==> src/rtl/hold_sleep_pkg.sv <==
package hold_sleep_pkg;
  typedef enum logic [1:0] {
    SL_RUN   = 2'd0,
    SL_ARMED = 2'd1,
    SL_DOZE  = 2'd2,
    SL_WAKE  = 2'd3
  } slp_state_t;
endpackage

==> src/rtl/hs_hold_track.sv <==
module hs_hold_track (
  input  logic clk,
  input  logic rst_n,
  input  logic en,
  input  logic cs_n,
  input  logic sck,
  input  logic hold_n,
  output logic held,
  output logic abort
);
  logic lvl;

  always_ff @(posedge clk or negedge rst_n) begin
    if (!rst_n) begin
      held  <= 1'b0;
      lvl   <= 1'b0;
      abort <= 1'b0;
    end else begin
      abort <= 1'b0;
      if (held) begin
        if (cs_n) begin
          held  <= 1'b0;
          abort <= 1'b1;
        end else if (hold_n && (sck == lvl)) begin
          held <= 1'b0;
        end
      end else if (en && !cs_n && !hold_n) begin
        held <= 1'b1;
        lvl  <= sck;
      end
    end
  end

  // abort is a single pulse and the hold is gone when it appears
  a_r4_abort_pulse: assert property (@(posedge clk) disable iff (!rst_n)
    abort |-> (!held ##1 !abort));

  // release without chip select rise only with pause high
  a_r3_release_needs_hold_high: assert property (@(posedge clk) disable iff (!rst_n)
    ($fell(held) && !abort) |-> $past(hold_n));
endmodule

==> src/rtl/hs_wake_timer.sv <==
module hs_wake_timer #(
  parameter int unsigned REC_CYCLES = 20000
) (
  input  logic clk,
  input  logic rst_n,
  input  logic start,
  input  logic run,
  output logic done
);
  localparam int unsigned CW = (REC_CYCLES > 1) ? $clog2(REC_CYCLES) : 1;
  localparam logic [CW-1:0] LAST = CW'(REC_CYCLES - 1);

  logic [CW-1:0] cnt;

  always_ff @(posedge clk or negedge rst_n) begin
    if (!rst_n) begin
      cnt <= '0;
    end else if (start) begin
      cnt <= '0;
    end else if (run && cnt != LAST) begin
      cnt <= cnt + 1'b1;
    end
  end

  assign done = run && (cnt == LAST);

  // the count never passes its limit while running
  a_r8_count_bounded: assert property (@(posedge clk) disable iff (!rst_n)
    run |-> (cnt <= LAST));
endmodule

==> src/rtl/hs_sleep_fsm.sv <==
module hs_sleep_fsm
  import hold_sleep_pkg::*;
(
  input  logic       clk,
  input  logic       rst_n,
  input  logic       cs_n,
  input  logic       sck,
  input  logic       sleep_op,
  input  logic       held,
  input  logic       tmr_done,
  output logic       tmr_start,
  output logic       tmr_run,
  output slp_state_t state,
  output logic       wake_err
);
  logic cs_q, sck_q;
  logic cs_fall, sck_rise;

  assign cs_fall   = cs_q && !cs_n;
  assign sck_rise  = !sck_q && sck;
  assign tmr_start = (state == SL_DOZE) && cs_fall;
  assign tmr_run   = (state == SL_WAKE);

  always_ff @(posedge clk or negedge rst_n) begin
    if (!rst_n) begin
      cs_q     <= 1'b1;
      sck_q    <= 1'b0;
      state    <= SL_RUN;
      wake_err <= 1'b0;
    end else begin
      cs_q  <= cs_n;
      sck_q <= sck;
      case (state)
        SL_RUN:   if (sleep_op && !cs_n && !held) state <= SL_ARMED;
        SL_ARMED: if (cs_n) state <= SL_DOZE;
                  else if (sck_rise) state <= SL_RUN;
        SL_DOZE:  if (cs_fall) state <= SL_WAKE;
        SL_WAKE: begin
          if (tmr_done) state <= SL_RUN;
          if (cs_fall) wake_err <= 1'b1;
        end
        default:  state <= SL_RUN;
      endcase
    end
  end

  // the error flag never clears
  a_r9_err_sticky: assert property (@(posedge clk) disable iff (!rst_n)
    $past(wake_err) |-> wake_err);

  // sleep is only reached from the armed state
  a_r5_doze_from_armed: assert property (@(posedge clk) disable iff (!rst_n)
    (state == SL_DOZE && $past(state) != SL_DOZE) |-> $past(state) == SL_ARMED);

  // leaving recovery only when the timer reported completion
  a_r8_wake_exit_timed: assert property (@(posedge clk) disable iff (!rst_n)
    ($past(state) == SL_WAKE && state != SL_WAKE) |-> $past(tmr_done));
endmodule

==> src/rtl/hold_sleep_ctrl.sv <==
module hold_sleep_ctrl
  import hold_sleep_pkg::*;
#(
  parameter int unsigned REC_CYCLES = 20000
) (
  input  logic clk,
  input  logic rst_n,
  input  logic cs_n,
  input  logic sck,
  input  logic hold_n,
  input  logic sleep_op,
  output logic pause,
  output logic so_hiz,
  output logic abort,
  output logic ready,
  output logic asleep,
  output logic wake_err
);
  slp_state_t state;
  logic held, tmr_start, tmr_run, tmr_done;

  hs_hold_track u_hold (
    .clk    (clk),
    .rst_n  (rst_n),
    .en     (ready),
    .cs_n   (cs_n),
    .sck    (sck),
    .hold_n (hold_n),
    .held   (held),
    .abort  (abort)
  );

  hs_sleep_fsm u_sleep (
    .clk       (clk),
    .rst_n     (rst_n),
    .cs_n      (cs_n),
    .sck       (sck),
    .sleep_op  (sleep_op),
    .held      (held),
    .tmr_done  (tmr_done),
    .tmr_start (tmr_start),
    .tmr_run   (tmr_run),
    .state     (state),
    .wake_err  (wake_err)
  );

  hs_wake_timer #(.REC_CYCLES(REC_CYCLES)) u_timer (
    .clk   (clk),
    .rst_n (rst_n),
    .start (tmr_start),
    .run   (tmr_run),
    .done  (tmr_done)
  );

  assign ready  = (state == SL_RUN) || (state == SL_ARMED);
  assign asleep = (state == SL_DOZE);
  assign pause  = held || !ready;
  assign so_hiz = pause;

  // a pause is never active outside the ready state
  a_r10_no_hold_when_asleep: assert property (@(posedge clk) disable iff (!rst_n)
    !(held && !ready));

  // no abort can come out of sleep or recovery
  a_r10_no_abort_asleep: assert property (@(posedge clk) disable iff (!rst_n)
    (!$past(ready) && !ready) |-> !abort);
endmodule

==> config.mk <==
export PLATFORM = sky130hd
export DESIGN_NAME = hold_sleep_ctrl
export DESIGN_NICKNAME = d
export VERILOG_FILES = /design/src/rtl/hold_sleep_pkg.sv /design/src/rtl/hs_hold_track.sv /design/src/rtl/hs_wake_timer.sv /design/src/rtl/hs_sleep_fsm.sv /design/src/rtl/hold_sleep_ctrl.sv
export SDC_FILE = /design/constraint.sdc
export NUM_CORES = 1
export LEC_CHECK = 0
export ABC_AREA = 1
export ABC_CLOCK_PERIOD_IN_PS = 1500
export BUFFER_PORTS_ARGS = -buffer_cell sky130_fd_sc_hd__buf_2
export CAP_MARGIN = 20
export CORE_ASPECT_RATIO = 1.75
export CORE_MARGIN = 1.5
export CORE_UTILIZATION = 52
export CTS_CLUSTER_DIAMETER = 120
export CTS_CLUSTER_SIZE = 40
export DETAILED_ROUTE_END_ITERATION = 6
export HOLD_SLACK_MARGIN = 0.03
export PLACE_DENSITY_LB_ADDON = 0.1
export RECOVER_POWER = 100
export SYNTH_ARGS = -nofsm -noshare
export SYNTH_HDL_FRONTEND = slang
export SYNTH_SLANG_ARGS = --single-unit
==> constraint.sdc <==
create_clock -name clk -period 1.5 [get_ports clk]
set_input_delay 0.225 -clock clk [delete_from_list [all_inputs] [get_ports clk]]
set_output_delay 0.225 -clock clk [all_outputs]
set_load 0.01 [all_outputs]
==> impl_metrics.csv <==
group,metric,value,unit
timing,finalHoldViolCount,0,
die,die_y,71.6,um
cells_and_area,final_cell_mix,"58 x nand2_1, 22 x dfrtp_1, 20 x nand3_1",
global_routing,antenna_found_initial,0,
drt,vias_per_cell,5.47,
place,place.port_buffers,11,
logic_synthesis,syn_inst,189,
setup_path,cp.arrival,1.56,ns
global_routing,grt_pass1_vias,1245,
setup_path,cp_slowest_stage_delay,0.42,ns
logic_synthesis,synthSimpleGateAreaFrac,0.382,
cts,h-tree-depth,1,
worst_hold_path,min_from,"cs_n",
cts,clockBufferDepth,2,
setup_path,crit_chain,"ha_4 > nand3_2 > nor2_4 > nand2_2 > nand2_4 > nand2_8 > inv_6 > o21ai_0",
setup_path,crit_type,"reg -> reg",
run,drv_cap,0,
global_routing,grt.met3_usage,0.0277,
place,dp_hpwl,2.36,mm
logic_synthesis,synth_xor_area_frac,0.0376,
logic_synthesis,yosysSeqAreaShare,0.413,
global_routing,met1_usage,0.237,
pwr,p_total,2.16,mW
setup_path,cp-end-kind,"register",
drt,ant_nets,0,
cells_and_area,nets,218,
global_routing,use_met2,0.424,
setup_path,cp-startpoint,"u_timer.cnt[1]",
logic_synthesis,syn_nets,196,
drt,drt-total-wl,3.16,mm
setup_path,startpoint_type,"register",
die,die_x,42.2,um
timing,max_freq,0.712,GHz
pwr,powerDensity,1350,mW/mm^2
drt,drc,0,
place,post-place-cells,228,
timing,min_period,1.41,ns
drt,dr_total_vias,1290,
timing,setup_viol,0,
timing,max_slew_margin,0.630,
die,die_area,0.00302,sq mm
global_routing,grt_pass1_wl,5.25,mm
timing,rsz0062_at_grt,"yes",
cts,cts_tree,"built",
global_routing,top_usage_layer,"met2",
die,core_region_area,0.00252,sq mm
global_routing,grt_usage,0.223,
drt,drt_iter0_markers,34,
cells_and_area,area_delta_synth_final,14.7,%
drt,dr.pass1.iters,4,
pwr,ir_worst_vdd,1.00,mV
logic_synthesis,syn_area,0.00140,sq mm
setup_path,worstPathRequired,1.65,ns
logic_synthesis,synth_compound_area_frac,0.0771,
logic_synthesis,synth_warnings,0,
logic_synthesis,synth.area.mux_share,0,
timing,whs,0.132,ns
cells_and_area,stdcell_count,236,
worst_hold_path,hold_class,"in -> reg",
setup_path,crit_fanout,9,
logic_synthesis,syn_area_per_cell,7.39,sq um
cells_and_area,mostFrequentLayoutCell,"nand2_1",
global_routing,grt_max_degree,24,
run_status,outcome,"finished clean",
timing,period_share,0.937,
drt,wire_per_inst,13.4,um
die,initial_core_util,0.554,
setup_path,r2r_start,"u_timer.cnt[1]",
timing,clock_skew,0.00254,ns
die,io_pins,12,
place,gp_congestion,0.877,
cts,clkLatencyLatePin,0.26,ns
cells_and_area,diodes,0,
cts,cts-buffers-inserted,3,
logic_synthesis,synthAdderAreaFrac,0.00896,
cts,numClockSinks,23,
timing,slew_viol_final,0,
timing,tightestPinTransition,0.555,ns
setup_path,cp_slowest_cell,"dfrtp_1",
logic_synthesis,ys_ff_latch,23,
logic_synthesis,synth_cell_type_count,31,
cts,cts.clk_slew.worst_paths,0.08,ns
cells_and_area,drive_above_1_share,0.143,
cells_and_area,finalCoreUtilization,0.635,
cts,root_buffer,"clkbuf_8",
pwr,p_leak,0.759,nW
die,rows,24,
global_routing,grt_overflow,0,
logic_synthesis,synth_top_family_by_area,"simple AND/OR/NAND/NOR gates",
timing,setup_tns,0,ns
==> synthesized netlist by cell type, drive strengths merged <==
cell	instances	area share
o31ai	1	0.0054
or2	1	0.0045
o21bai	3	0.016
nand3	22	0.091
inv	20	0.059
nand3b	1	0.0054
o21ai	11	0.039
dfstp	1	0.019
nor2	24	0.073
clkinv	1	0.0027
a21oi	3	0.011
dfrtp	22	0.39
nand4	6	0.027
xor2	5	0.031
nor3	1	0.0036
ha	1	0.0090
a21o	1	0.0054
nand2	61	0.18
xnor2	1	0.0063
buf	3	0.020
==> stage by stage <==
| step | setup slack [ns] | area, sq um |
|---|---|---|
| final | 0.0947 | 1600 |
| after global routing | -0.00908 | 1600 |
| after CTS | 0.0282 | 1550 |
| after detailed placement | 0.0482 | 1490 |
| after global placement | 0.0940 | 1490 |
| after floorplan | 0.0593 | 1400 |
==> worst max-delay path, delay by kind of cell, from the launching register on <==
family	cells	cell delay, ns
simple gates	5	0.51
flops	1	0.42
fa+ha+maj	1	0.17
buf+inv	1	0.10
compound gates	1	0.09
==> final cells by class <==
type	instances	area, sq um
flip-flops and latches	23	577
repair inverters	1	8.76
well taps	26	32.5
inverters	21	91.3
repair buffers	19	109
fillers	229	921
clock inverters	1	5.00
clock buffers	3	41.3
multi-input cells	142	737
==> kinds of logic (layout without fill, tap and decap cells) <==
kind of cell	count (synthesis)	after routing
buffers and inverters	24	45
DFF	23	23
and+or+nand+nor	116	116
xor gates and xnor gates	6	6
AOI/OAI and AO/OA	19	19
adders and majority gates	1	1
==> state kept, by name, indices dropped and copies added (netlist names), named ones only <==
register,count
u_timer.cnt,15
u_hold.lvl,1
u_sleep.wake_err,1
u_sleep.sck_q,1
u_sleep.state,1
u_sleep.cs_q,1
u_hold.held,1
u_hold.abort,1
==> final timing paths <==
path / end / slack [ns] / depth (start not counted)
max: u_timer.cnt[10] / 0.09 / 8
min: u_sleep.cs_q / 0.13 / 1
max reg2reg: u_timer.cnt[10] / 0.09 / 8
min reg2reg: u_sleep.wake_err / 0.47 / 1
max in group asynchronous: u_sleep.cs_q / 0.65 / 2
min in group asynchronous: u_timer.cnt[9] / 0.48 / 2
==> timing repair <==
item                                   4_1_cts  5_1_grt
hold buffers                                 1        0
gates resized for setup                      0        7
setup buffers                                0        2
setup endpoints to repair                    0       15
endpoints found under the hold margin       22        0
==> per-layer routing <==
metal,up-vias,part of all wire
met2,34,0.57
met5,-,0
met1,602,0.37
met4,0,0.025
li1,646,-
met3,8,0.032
==> power breakdown <==
part	internal (mW)	switching (mW)
Sequential	0.746	0.144
Clock	0.185	0.194
Combinational	0.309	0.582
Power figures use the tool's default switching activity.
